### src/rtl/i2s_word_timer.sv
module i2s_word_timer #(
  parameter int DIV_W     = 8,
  parameter int WDATA_W   = 16,
  parameter int SLOT_BITS = 32,
  parameter int DIV_INIT  = 8,
  parameter int MODE_W    = 6
) (
  input  logic               clk,
  input  logic               rst_n,
  input  logic               div_wr,
  input  logic [WDATA_W-1:0] div_wdata,
  input  logic               mode_wr,
  input  logic [MODE_W-1:0]  mode_wdata,
  input  logic               ext_ws,
  output logic               sclk_o,
  output logic               ws_o,
  output logic               irq_o,
  output logic [1:0]         status_o
);
  localparam int BCW = $clog2(SLOT_BITS);
  localparam logic [BCW-1:0] LAST_BIT = BCW'(SLOT_BITS - 1);

  logic [DIV_W-1:0]  div_q;
  logic [MODE_W-1:0] mode_q;
  logic [DIV_W-1:0]  hcnt;
  logic [BCW-1:0]    bcnt;
  logic              sclk_q, ws_q;
  logic [2:0]        sync_q;

  wire int_mode = mode_q[0];
  wire ws_en    = mode_q[2];
  wire on_rise  = mode_q[3];
  wire on_fall  = mode_q[4];
  wire every    = mode_q[5];
  wire unused_bits = ^{div_wdata[WDATA_W-1:DIV_W], mode_q[1]};

  always_ff @(posedge clk) begin
    if (!rst_n) begin
      div_q  <= DIV_W'(DIV_INIT);
      mode_q <= '0;
    end else begin
      if (div_wr)  div_q  <= div_wdata[DIV_W-1:0];
      if (mode_wr) mode_q <= mode_wdata;
    end
  end

  wire half_done = (hcnt == div_q);
  wire slot_end  = half_done && sclk_q && (bcnt == LAST_BIT);

  always_ff @(posedge clk) begin
    if (!rst_n || !int_mode || div_wr) begin
      hcnt   <= '0;
      bcnt   <= '0;
      sclk_q <= 1'b0;
      ws_q   <= 1'b0;
    end else if (half_done) begin
      hcnt   <= '0;
      sclk_q <= ~sclk_q;
      if (sclk_q) bcnt <= (bcnt == LAST_BIT) ? '0 : bcnt + BCW'(1);
      if (slot_end) ws_q <= ~ws_q;
    end else begin
      hcnt <= hcnt + DIV_W'(1);
    end
  end

  always_ff @(posedge clk) begin
    if (!rst_n) sync_q <= '0;
    else        sync_q <= {sync_q[1:0], ext_ws};
  end

  wire ext_rise = sync_q[1] & ~sync_q[2];
  wire ext_fall = ~sync_q[1] & sync_q[2];
  wire int_rise = slot_end & ~ws_q & ~div_wr;
  wire int_fall = slot_end & ws_q & ~div_wr;
  wire restart  = int_mode & div_wr;

  wire rise_ev = int_mode ? int_rise : ext_rise;
  wire fall_ev = int_mode ? int_fall : ext_fall;
  wire irq_d   = (rise_ev & (on_rise | every)) |
                 (fall_ev & (on_fall | every)) |
                 (restart & (on_fall | every));

  always_ff @(posedge clk) begin
    if (!rst_n) irq_o <= 1'b0;
    else        irq_o <= irq_d;
  end

  wire cur_ws = int_mode ? ws_q : sync_q[1];
  assign status_o = {~cur_ws, cur_ws};
  assign sclk_o   = sclk_q;
  assign ws_o     = int_mode & ws_en & ws_q;
endmodule

### config.mk
export PLATFORM = sky130hd
export DESIGN_NAME = i2s_word_timer
export DESIGN_NICKNAME = d
export VERILOG_FILES = /design/src/rtl/i2s_word_timer.sv
export SDC_FILE = /design/constraint.sdc
export NUM_CORES = 1
export LEC_CHECK = 0
export BUFFER_PORTS_ARGS = -buffer_cell sky130_fd_sc_hd__buf_2
export CAP_MARGIN = 20
export CORE_AREA = 2 2 56 58
export CTS_CLUSTER_DIAMETER = 150
export DETAILED_ROUTE_END_ITERATION = 12
export DIE_AREA = 0 0 58 60
export HOLD_SLACK_MARGIN = 0.08
export PLACE_DENSITY_LB_ADDON = 0.2
export SETUP_SLACK_MARGIN = 0.05
export SKIP_LAST_GASP = 1
export SLEW_MARGIN = 20
export SYNTH_ARGS = -nofsm -noshare
export SYNTH_HDL_FRONTEND = slang
export SYNTH_SLANG_ARGS = --single-unit
### constraint.sdc
create_clock -name clk -period 2.22 [get_ports clk]
set_input_delay 0.111 -clock clk [delete_from_list [all_inputs] [get_ports clk]]
set_output_delay 0.111 -clock clk [all_outputs]
set_load 0.02 [all_outputs]
# == After elaboration in Yosys (flattened, before gate mapping) ==
# Index checks and enable logic that the tools add are counted.
# totals
regBits,33
input_bits,27
output_inout_bits,5
wordCells,47
# classes
n_addsub,2
eq_ne,2
n_mux,4
bitwise,22
reduce_logical,9
# op_table
op,count
1-bit bitwise AND,12
8-bit by 1-bit adder with 8-bit output (second input constant),1
8-bit equality test,1
1-bit inverter,6
5-bit by 1-bit adder with 5-bit output (second input constant),1
5-bit equality test (second input constant),1
5-bit 2-to-1 mux,1
1-bit OR,4
2-bit AND reduction,2
1-bit 2-to-1 mux,3
1-bit logical AND,2
1-bit logical NOT,2
1-bit logical OR,2
2-bit OR reduction,1

# == Depth between registers and ports, before layout ==
# Gate-level depths: netlist (run 1).
# depth
depth_word,9
mapped_depth,6
depth_no_buf,6

# == Least setup slack after synthesis (run 1) ==
# Ideal clock, no wire load.
# synth_path
kind,register -> register
startpoint,reg bcnt[0]
endpoint,reg bcnt[3]
setup_ns,0.078
arrival_time_ns,1.500
t_required_ns,2.142
slack_ns,0.642
path_stages_with_launch,6
path_buffers,0
period_less_slack_ns,1.578
cell_sequence,dfxtp_1 > ha_1 > and3_1 > ha_1 > or4_1 > o22ai_1
# synth_via
elab_chain_cells,2
word_cells_on_any_way,3
classes_between,1 x add/sub; 1 x eq/ne; 1 x mux
# synth_lines
item,line_no,rtl
"start, declared",26,logic [BCW-1:0] bcnt;
"start signal, assigned",59,if (sclk_q) bcnt <= (bcnt == LAST_BIT) ? '0 : bcnt + BCW'(1);
5-bit by 1-bit adder with 5-bit output or 5-bit equality test (tied branches),59,
5-bit 2-to-1 mux *,59,
# Mark *: on every way between the ends. The rest lies on a longest branch, timed or not.
# A chain may end at the register's enable or synchronous reset.

# == Final worst setup path (run 1) ==
# layout_path
startpoint,reg bcnt[0]
endpoint,reg ws_q
# layout_via
elab_chain_cells,3
# layout_lines
item,line_no,rtl
5-bit equality test,48,wire slot_end = half_done && sclk_q && (bcnt == LAST_BIT);
1-bit logical AND,48,
2-bit AND reduction (no source line),-,
"end signal, assigned",60,if (slot_end) ws_q <= ~ws_q;
"end, declared",27,"logic sclk_q, ws_q;"
# No other way between the ends.

==> results.yml, run 1 <==
status:
  run_status: "finished, final reports clean"
sta:
  grt_setup_unrepaired: "false"
  timing.hold.ws_ns: 0.1605
  finalHoldViolations: 0
  skew_ns: 0.007884
  timing.final.max_slew_violations: 0
  setup-violations-final: 0
  worst_slew_margin_rel: 0.6326
  max_slew.worst_pin.slew_ns: 0.5474
  clock.fmax_ghz: 0.5448
  period_minus_slack_ns: 1.836
  final_min_period_over_clock_period: 0.8269
  finalSetupTns_ns: 0
power:
  power.share.combinational: 0.096
  internal-power_uw: 887.7
  seq_power_share: 0.523
  p_clk_frac: 0.381
  net-switching-power_uw: 267.8
  switching_share: 0.2317
  irDropWorstVdd_v: 0.0005580
  power.leakage_nw: 0.7545
  cellPowerDensity_mw_per_mm2: 635.2
synth:
  synth_area_mm2: 0.001461
  synth_cells: 152
  ys_async_sr_fraction: 0
  syn_avg_cell_area_um2: 9.614
  postSynthRegisterBits: 32
  synth_top_area_share: 0.4384
  largest_area_contributor_in_the_synthesized_netlist: "sky130_fd_sc_hd__dfxtp_1"
  muxShareOfSynthArea: 0.1233
  combinational_family_with_the_most_area_after_synthesis: "simple AND/OR/NAND/NOR gates"
  synth_area_leaders: "sky130_fd_sc_hd__dfxtp_1 (44%), sky130_fd_sc_hd__mux2i_1 (12%), sky130_fd_sc_hd__xnor2_1 (5.4%)"
  post_synth_xor_area_fraction: 0.08990
  yosysWarningCount: 0
  dominantRegCellSynth: "sky130_fd_sc_hd__dfxtp_1"
  ys_seq_area_frac: 0.4384
  synth_compound_area_frac: 0.06250
  synth_edf_count: 0
  yosys.area_share.simple: 0.2312
  synthDistinctLibCells: 34
  synth_adder_area_share: 0.02568
  mappedNetlistNets: 182
die:
  top_level_ports: 32
  initial_core_util: 0.5034
  core_region_area_mm2: 0.002903
  die_w_um: 58
  floorplan.rows: 20
  floorplan.die_area_mm2: 0.003480
  die_h_um: 60
worst_setup_path:
  critical_path_arrival_ns: 2.10
  worst_setup_path_start_kind: "flop"
  timing.critical_path.fanout_max: 5
  regToRegStartpoint: "bcnt[0]"
  worst-r2r-cell-count: 6
  crit_type: "flop to flop"
  setup_crit_end_kind: "flop"
  worst_reg_to_reg_setup_slack_ns: 0.38
  cp.required_ns: 2.48
  timing.rr.end: "ws_q"
clock_tree:
  post_cts_resized: 0
  tritoncts: "yes"
  cts_root_buf: "sky130_fd_sc_hd__clkbuf_4"
  tritoncts_num_sinks: 32
  clk_pin_slew_ns: 0.10
  ctsHtreeMaxLevel: 2
  cts_inserted_buffers: 5
  bufs_on_longest_clock_path: 2
  clk_latency_ns: 0.33
grt:
  gr-total-overflow: 0
  grt_first_pass_wirelength_mm: 5.099
  grt_util_all_layers: 0.1981
  grt_max_degree: 21
  grt_antenna_before_repair: 0
  first_global_vias: 1163
min_path:
  hold_depth: 3
  hold_path_end: "mode_q[5]"
  hold_path_startpoint: "mode_wr"
  hold_path.class: "input port to flop"
cells_and_area:
  design.final.nets: 221
  antenna_cells_inserted: 0
  finish.utilization: 0.6267
  area_delta_synth_final_pct: 24.49
  drive_above_1_share: 0.1719
drt:
  drt_first_pass_iters: 4
  route.vias.total: 1214
  drc: 0
  drt_first_iter_violations: 35
  ant_nets: 0
  viasPerCell: 5.396
  drt-wirelength-per-cell_um: 13.14
  route.final.wire_length_mm: 2.957
run:
  max_cap_viol_count: 0
place:
  gp_routability_congestion: 0.8081
  hpwlAfterDp_mm: 2.087
  portBuffers: 22
==> layout make-up <==
cell class,instances,area (um2)
well taps,33,41.29
inverters,5,18.77
flip-flops and latches,32,640.6
clock buffers,5,37.54
clock inverters,3,42.54
fillers,245,1084
repair buffers,37,260.3
multi-input cells,110,778.2
==> logic make-up after synthesis <==
group | Yosys count
DFF | 32
AOI/OAI and AO/OA | 15
xor gates and xnor gates | 15
buffers and inverters | 10
adders and majority gates | 3
and+or+nand+nor | 59
muxes | 18
==> cells in the final DEF (no fill, tap or decap), types with 5 or more instances in the layout <==
cell	synthesis	routed
sky130_fd_sc_hd__dlygate4sd3_1	0	15
sky130_fd_sc_hd__xor2_1	6	6
sky130_fd_sc_hd__buf_2	1	22
sky130_fd_sc_hd__and3_1	5	5
sky130_fd_sc_hd__clkbuf_4	0	5
sky130_fd_sc_hd__nor2b_1	12	12
sky130_fd_sc_hd__mux2i_1	18	18
sky130_fd_sc_hd__nand3_1	10	10
sky130_fd_sc_hd__nand2_1	5	5
sky130_fd_sc_hd__inv_1	5	5
sky130_fd_sc_hd__xnor2_1	9	9
sky130_fd_sc_hd__dfxtp_1	32	32
sky130_fd_sc_hd__nor2_1	10	10
==> power groups by stage <==
stage | registers, mW | clock network, mW | logic (mW)
after floorplan | 0.615 | 0 | 0.0636
final | 0.605 | 0.440 | 0.111
after CTS | 0.605 | 0.454 | 0.110
after detailed placement | 0.618 | 0 | 0.0900
after global routing | 0.607 | 0.476 | 0.124
after global placement | 0.618 | 0 | 0.0855
==> cell usage after synthesis, types with 2 or more instances <==
cell type	instances
sky130_fd_sc_hd__and2_1	3
sky130_fd_sc_hd__and4_1	2
sky130_fd_sc_hd__nor2_1	10
sky130_fd_sc_hd__o21ai_0	4
sky130_fd_sc_hd__clkbuf_1	3
sky130_fd_sc_hd__ha_1	3
sky130_fd_sc_hd__mux2i_1	18
sky130_fd_sc_hd__xnor2_1	9
sky130_fd_sc_hd__dfxtp_1	32
sky130_fd_sc_hd__a21oi_1	4
sky130_fd_sc_hd__nand4_1	3
sky130_fd_sc_hd__and3_1	5
sky130_fd_sc_hd__xor2_1	6
sky130_fd_sc_hd__inv_1	5
sky130_fd_sc_hd__or3_1	2
sky130_fd_sc_hd__nor2b_1	12
sky130_fd_sc_hd__nand3_1	10
sky130_fd_sc_hd__nand2_1	5
==> flip-flops by register name, summed over array words and instances, names as in the netlist <==
register / flops
sclk_o: 1
mode_q: 5
sync_q: 3
div_q: 8
ws_q: 1
irq_o: 1
bcnt: 5
hcnt: 8
==> worst max-delay path by stage <==
stage                        from      end  slack [ns]  depth (start not counted)
after floorplan           bcnt[0]  bcnt[3]        0.64                          5
after global placement    bcnt[0]     ws_q        0.50                          6
after detailed placement  bcnt[0]     ws_q        0.41                          6
after CTS                 bcnt[0]     ws_q        0.39                          6
after global routing      bcnt[0]  bcnt[3]        0.29                          6
final                     bcnt[0]     ws_q        0.38                          6
==> critical path: stages (launching register included) <==
cell and delay [ns]:
sky130_fd_sc_hd__dfxtp_1 0.38, sky130_fd_sc_hd__ha_1 0.21, sky130_fd_sc_hd__and3_1 0.18, sky130_fd_sc_hd__ha_1 0.21, sky130_fd_sc_hd__inv_1 0.09, sky130_fd_sc_hd__nor4_1 0.45
sky130_fd_sc_hd__mux2i_1 0.25
==> metrics by stage <==
step	cell area [um2]	worst slack (ns)	instances	total power [mW]
after detailed placement	1589	0.4123	202	0.7080
final	1819	0.3844	225	1.156
after global placement	1589	0.4984	202	0.7032
after CTS	1819	0.3949	225	1.169
after global routing	1819	0.2879	225	1.207
after floorplan	1461	0.6425	152	0.6784
==> layer usage <==
metal	wire length [um]	track usage
met5	0	0
met4	53	0.08638
met3	110	0.07143
met2	1531	0.3344
met1	1262	0.2258
==> timing repair <==
action,in CTS,in global routing
hold buffers,15,0
hold endpoints to repair,14,0
setup buffers,0,0
No activity file was read; power rests on OpenSTA's default activity.
==> inputs of run 2 (changes only) <==
--- a/config.mk
+++ b/config.mk
@@ -5,12 +5,13 @@
 export SDC_FILE = /design/constraint.sdc
 export NUM_CORES = 1
 export LEC_CHECK = 0
+export ABC_AREA = 1
 export BUFFER_PORTS_ARGS = -buffer_cell sky130_fd_sc_hd__buf_2
 export CAP_MARGIN = 20
-export CORE_AREA = 2 2 56 58
+export CORE_AREA = 2 2 55 57
 export CTS_CLUSTER_DIAMETER = 150
 export DETAILED_ROUTE_END_ITERATION = 12
-export DIE_AREA = 0 0 58 60
+export DIE_AREA = 0 0 57 59
 export HOLD_SLACK_MARGIN = 0.08
 export PLACE_DENSITY_LB_ADDON = 0.2
 export SETUP_SLACK_MARGIN = 0.05
==> constraint.sdc (replaced) <==
create_clock -name clk -period 1.75 [get_ports clk]
set_input_delay 0.0875 -clock clk [delete_from_list [all_inputs] [get_ports clk]]
set_output_delay 0.0875 -clock clk [all_outputs]
set_load 0.02 [all_outputs]
==> run 2 against run 1 <==
Effect of this change:
- register-to-register slack worse by 0.15 ns
- total power up 16%
- sequential share of layout area up 1.8 points
==> results.yml, run 2 <==
status:
  run_status: "finished, final reports clean"
grt:
  grt_util_all_layers: 0.1869
  grt_first_pass_wirelength_mm: 4.733
  grt_antenna_before_repair: 0
  first_global_vias: 1168
  met2_usage: 0.3218
  grt_max_degree: 18
  globalRoute.busiestLayer: "met2"
  gr-total-overflow: 0
  globalRouteMet3Util: 0.06550
  grt_use_met1: 0.2069
drt:
  drt_first_iter_violations: 26
  route.final.wire_length_mm: 2.748
  viasPerCell: 4.681
  ant_nets: 0
  drt_first_pass_iters: 4
  drc: 0
  route.vias.total: 1203
  drt-wirelength-per-cell_um: 10.69
clock_tree:
  cts_inserted_buffers: 5
  bufs_on_longest_clock_path: 2
  cts_root_buf: "sky130_fd_sc_hd__clkbuf_4"
  tritoncts_num_sinks: 32
  ctsHtreeMaxLevel: 2
  clk_latency_ns: 0.33
  clk_pin_slew_ns: 0.09
  tritoncts: "yes"
sta:
  skew_ns: 0.005757
  clock.fmax_ghz: 0.6606
  max_slew.worst_pin.slew_ns: 0.3437
  timing.final.max_slew_violations: 0
  finalSetupTns_ns: 0
  setup-violations-final: 0
  grt_setup_unrepaired: "false"
  period_minus_slack_ns: 1.514
  fin_ws_ns: 0.2361
  final_min_period_over_clock_period: 0.8651
  worst_slew_margin_rel: 0.7706
  finalHoldViolations: 0
synth:
  synth_area_leaders: "sky130_fd_sc_hd__dfxtp_1 (46%), sky130_fd_sc_hd__nand2_1 (11%), sky130_fd_sc_hd__inv_1 (6.5%)"
  synth_area_mm2: 0.001396
  ys_seq_area_frac: 0.4588
  ys_async_sr_fraction: 0
  synth_cells: 185
  syn_avg_cell_area_um2: 7.548
  synth_top_area_share: 0.4588
  synth_edf_count: 0
  ys_top_cells_by_count: "sky130_fd_sc_hd__nand2_1 (42), sky130_fd_sc_hd__dfxtp_1 (32), sky130_fd_sc_hd__inv_1 (24), sky130_fd_sc_hd__nor2_1 (22), sky130_fd_sc_hd__o21ai_0 (14)"
  mappedNetlistNets: 215
  synth.most_common_cell: "sky130_fd_sc_hd__nand2_1"
  synthDistinctLibCells: 24
  dominantRegCellSynth: "sky130_fd_sc_hd__dfxtp_1"
  postSynthRegisterBits: 32
  largest_area_contributor_in_the_synthesized_netlist: "sky130_fd_sc_hd__dfxtp_1"
  yosysWarningCount: 0
run:
  max_cap_viol_count: 0
worst_setup_path:
  setup_crit_end_kind: "flop"
  timing.critical_path.fanout_max: 5
  worst_reg_to_reg_setup_slack_ns: 0.24
  crit_type: "flop to flop"
  critical_path_arrival_ns: 1.74
  cp.required_ns: 1.98
  worst_setup_path_start_kind: "flop"
power:
  irDropWorstVdd_v: 0.0005764
  power.total_mw: 1.336
  cellPowerDensity_mw_per_mm2: 772.8
  power.leakage_nw: 0.7710
cells_and_area:
  drive_above_1_share: 0.1637
  antenna_cells_inserted: 0
  finish.utilization: 0.6380
  final_common_cell: "sky130_fd_sc_hd__nand2_1"
  largestRegisters: "div_q x8, hcnt x8"
  most-common-layout-cells: "sky130_fd_sc_hd__nand2_1 (42), sky130_fd_sc_hd__dfxtp_1 (32), sky130_fd_sc_hd__inv_1 (24)"
  design.final.nets: 255
  area_delta_synth_final_pct: 23.84
  fillers: 257
die:
  die_h_um: 59
  floorplan.rows: 19
  top_level_ports: 32
  initial_core_util: 0.5152
  core_region_area_mm2: 0.002710
  floorplan.die_area_mm2: 0.003363
  die_w_um: 57
min_path:
  hold_path.class: "input port to flop"
place:
  portBuffers: 22
  gp_routability_congestion: 0.7841
  hpwlAfterDp_mm: 1.943
  placement.setup.worst_slack_ns: 0.2441
-- run 2: cell types whose count changed after synthesis, sizes merged, moves of 12 or more --
cell,delta
inv,+21
nand2,+36
nor2,+16
nor2b,-12
mux2i,-18
-- run 2: logic make-up (layout without fill, tap and decap cells) --
family	Yosys count	count (layout)	synth area share
buffers and inverters	30	71	0.08334
DFF	32	32	0.4588
AOI/OAI and AO/OA	28	28	0.1040
xor gates and xnor gates	11	11	0.06899
adders and majority gates	3	3	0.02688
and+or+nand+nor	81	81	0.2581
-- run 2: cell type report --
| type | count | area (um2) | share of cell area |
|---|---|---|---|
| Tap cell | 31 | 38.79 | 0.02243 |
| Multi-Input combinational cell | 123 | 639.4 | 0.3698 |
| Inverter | 27 | 101.3 | 0.05861 |
| Timing Repair Buffer | 36 | 250.2 | 0.1447 |
| Sequential cell | 32 | 640.6 | 0.3705 |
| Clock buffer | 8 | 58.81 | 0.03401 |
-- run 2: through the flow --
stage                     hold slack [ns]  std cells  area, um2
final                             0.09987        257       1729
after global routing              0.09572        257       1729
after CTS                         0.08688        257       1729
after detailed placement           0.2731        235       1530
after global placement             0.2676        235       1530
after floorplan                    0.1851        185       1396
-- run 2: critical path: stages (launching register included) --
cell	delay, ns
sky130_fd_sc_hd__dfxtp_1	0.41
sky130_fd_sc_hd__xnor2_1	0.14
sky130_fd_sc_hd__nand2_1	0.08
sky130_fd_sc_hd__nor2_2	0.19
sky130_fd_sc_hd__nand3_4	0.14
sky130_fd_sc_hd__inv_2	0.13
sky130_fd_sc_hd__nand4_2	0.10
sky130_fd_sc_hd__xor2_1	0.18
sky130_fd_sc_hd__nor2_2	0.04
-- run 2: path summary, 6_finish.rpt --
kind         startpoint   endpoint  cells after the start
max reg2reg     hcnt[6]    bcnt[3]                      8
max             hcnt[6]    bcnt[3]                      8
min               rst_n   div_q[3]                      2
min reg2reg   sync_q[0]  sync_q[1]                      2
-- run 2: where the power goes --
group | total [mW] | switching (mW) | internal (mW)
combinational | 0.139 | 0.0736 | 0.0653
sequential | 0.765 | 0.0121 | 0.753
clock | 0.432 | 0.234 | 0.198
total | 1.34 | 0.320 | 1.02
-- run 2: timing repair --
item	in CTS	in global routing
setup buffers	0	0
endpoints found under the hold margin	14	0
hold buffers	14	0
gates resized for setup	0	0
setup endpoints to repair	0	0
-- run 2: metal layers --
layer / routed length [um] / vias up
li1: - / 654
met1: 1263 / 522
met2: 1341 / 21
met3: 103 / 6
met4: 39 / 0
met5: 0 / -
==> inputs of run 3 (changes only) <==
--- a/config.mk
+++ b/config.mk
@@ -5,13 +5,12 @@
 export SDC_FILE = /design/constraint.sdc
 export NUM_CORES = 1
 export LEC_CHECK = 0
-export ABC_AREA = 1
 export BUFFER_PORTS_ARGS = -buffer_cell sky130_fd_sc_hd__buf_2
 export CAP_MARGIN = 20
-export CORE_AREA = 2 2 55 57
+export CORE_AREA = 2 2 60 62
 export CTS_CLUSTER_DIAMETER = 150
 export DETAILED_ROUTE_END_ITERATION = 12
-export DIE_AREA = 0 0 57 59
+export DIE_AREA = 0 0 62 64
 export HOLD_SLACK_MARGIN = 0.08
 export PLACE_DENSITY_LB_ADDON = 0.2
 export SETUP_SLACK_MARGIN = 0.05
==> run 3 against run 2 <==
Effect of this change:
- final area rose by 9.5%
- final cell count fell by 5.4%
- total power up 3.3%
- sequential power is essentially flat
- critical path type unchanged
- largest power group unchanged
==> results.yml, run 3 (synthesis results as in run 1) <==
status:
  run_status: "finished, final reports clean"
grt:
  first_global_vias: 1194
  grt_first_pass_wirelength_mm: 5.099
  grt_util_all_layers: 0.1740
  grt_antenna_before_repair: 0
  gr-total-overflow: 0
  grt_max_degree: 21
worst_setup_path:
  worst_reg_to_reg_setup_slack_ns: 0.11
  timing.rr.end: "bcnt[3]"
  worst_setup_path_start_kind: "flop"
  worst_path_largest_cell_delay_ns: 0.51
  critical_path_arrival_ns: 1.90
  worstPathCellList: "ha_1, and3_4, ha_4, or4_1, o22ai_1"
  worst_path_max_delay_cell: "sky130_fd_sc_hd__or4_1"
  crit_type: "flop to flop"
  cp.required_ns: 2.01
  timing.critical_path.fanout_max: 5
  setup_crit_end_kind: "flop"
  worst-r2r-cell-count: 5
  critical_path.startpoint: "bcnt[0]"
  regToRegStartpoint: "bcnt[0]"
min_path:
  hold_path_end: "mode_q[3]"
  hold_path.class: "input port to flop"
  hold_depth: 3
  hold_path_startpoint: "mode_wr"
sta:
  grt_setup_unrepaired: "true"
  setup-violations-final: 0
  clock.fmax_ghz: 0.6106
  max_slew.worst_pin.slew_ns: 0.3237
  finalSetupTns_ns: 0
  finalHoldViolations: 0
  timing.final.max_slew_violations: 0
  fin_ws_ns: 0.1122
  final_min_period_over_clock_period: 0.9359
  skew_ns: 0.006861
  period_minus_slack_ns: 1.638
  worst_slew_margin_rel: 0.7814
drt:
  ant_nets: 0
  viasPerCell: 4.930
  route.final.wire_length_mm: 2.942
  drt_first_iter_violations: 38
  drc: 0
  drt-wirelength-per-cell_um: 12.11
  drt_first_pass_iters: 4
  route.vias.total: 1198
place:
  placed_area_mm2: 0.001635
  post-place-cells: 219
  placement.setup.worst_slack_ns: 0.03782
  gp_routability_congestion: 0.7493
  hpwlAfterDp_mm: 2.135
  portBuffers: 22
die:
  die_w_um: 62
  die_h_um: 64
  top_level_ports: 32
  core_region_area_mm2: 0.003284
  floorplan.rows: 21
  floorplan.die_area_mm2: 0.003968
  initial_core_util: 0.4450
cells_and_area:
  largestRegisters: "div_q x8, hcnt x8"
  drive_above_1_share: 0.2183
  design.final.nets: 227
  most-common-layout-cells: "sky130_fd_sc_hd__dfxtp_1 (30), sky130_fd_sc_hd__buf_2 (22), sky130_fd_sc_hd__mux2i_1 (18)"
  stdcell_area_mm2: 0.001893
  fillers: 302
  final_common_cell: "sky130_fd_sc_hd__dfxtp_1"
  fin_cells: 243
  antenna_cells_inserted: 0
  area_delta_synth_final_pct: 29.54
power:
  cellPowerDensity_mw_per_mm2: 729.4
  power.leakage_nw: 0.7767
  irDropWorstVdd_v: 0.0004381
clock_tree:
  clk_pin_slew_ns: 0.09
  tritoncts_num_sinks: 32
  ctsHtreeMaxLevel: 2
  bufs_on_longest_clock_path: 2
  cts_root_buf: "sky130_fd_sc_hd__clkbuf_4"
  cts_inserted_buffers: 5
  tritoncts: "yes"
  clk_latency_ns: 0.33
run:
  max_cap_viol_count: 0
==> run 3: layout make-up <==
cell class	instances	area [um2]	area share
clock buffers	7	65.06	0.03437
multi-input cells	110	803.3	0.4243
inverters	5	18.77	0.009914
repair buffers	43	305.3	0.1613
well taps	46	57.56	0.03040
flip-flops and latches	32	643.1	0.3397
==> run 3: metal layers <==
layer | global-route usage | wire length [um]
met1 | 0.1980 | 1297
met2 | 0.2904 | 1499
met3 | 0.06680 | 96
met4 | 0.05585 | 48
met5 | 0 | 0
==> run 3: power breakdown <==
| group | internal [mW] | switching [mW] |
|---|---|---|
| Combinational | 0.0874 | 0.0645 |
| Sequential | 0.750 | 0.0168 |
| Clock | 0.228 | 0.235 |
==> run 3: through the flow <==
| stage | power (mW) | hold WS [ns] | util |
|---|---|---|---|
| CTS | 1.394 | 0.1265 | 0.5646 |
| global placement | 0.8964 | 0.2928 | 0.4979 |
| floorplan | 0.8606 | 0.2148 | - |
| global route | 1.451 | 0.1403 | 0.5764 |
| finish | 1.381 | 0.1419 | 0.5764 |
| detailed placement | 0.9015 | 0.3106 | 0.4979 |
==> run 3: timing repair <==
action,4_1_cts,5_1_grt
gates resized for setup,2,5
setup buffers,0,2
pin swaps,0,2
hold buffers,15,0
hold endpoints to repair,14,0
endpoints found under the setup margin,3,4
==> run 3: worst max-delay path by stage <==
stage | to | slack [ns] | cells after the start
after floorplan | bcnt[3] | 0.17 | 5
after CTS | ws_q | 0.05 | 7
final | bcnt[3] | 0.11 | 5
after global routing | bcnt[3] | 0.009 | 4
after global placement | ws_q | 0.07 | 7
after detailed placement | bcnt[2] | 0.04 | 6
==> run 3: critical path, delay by kind of cell (launching register included) <==
kind | cells | cell delay [ns]
adders and majority gates | 2 | 0.39
AOI/OAI and AO/OA | 1 | 0.13
DFF | 1 | 0.35
and+or+nand+nor | 2 | 0.70
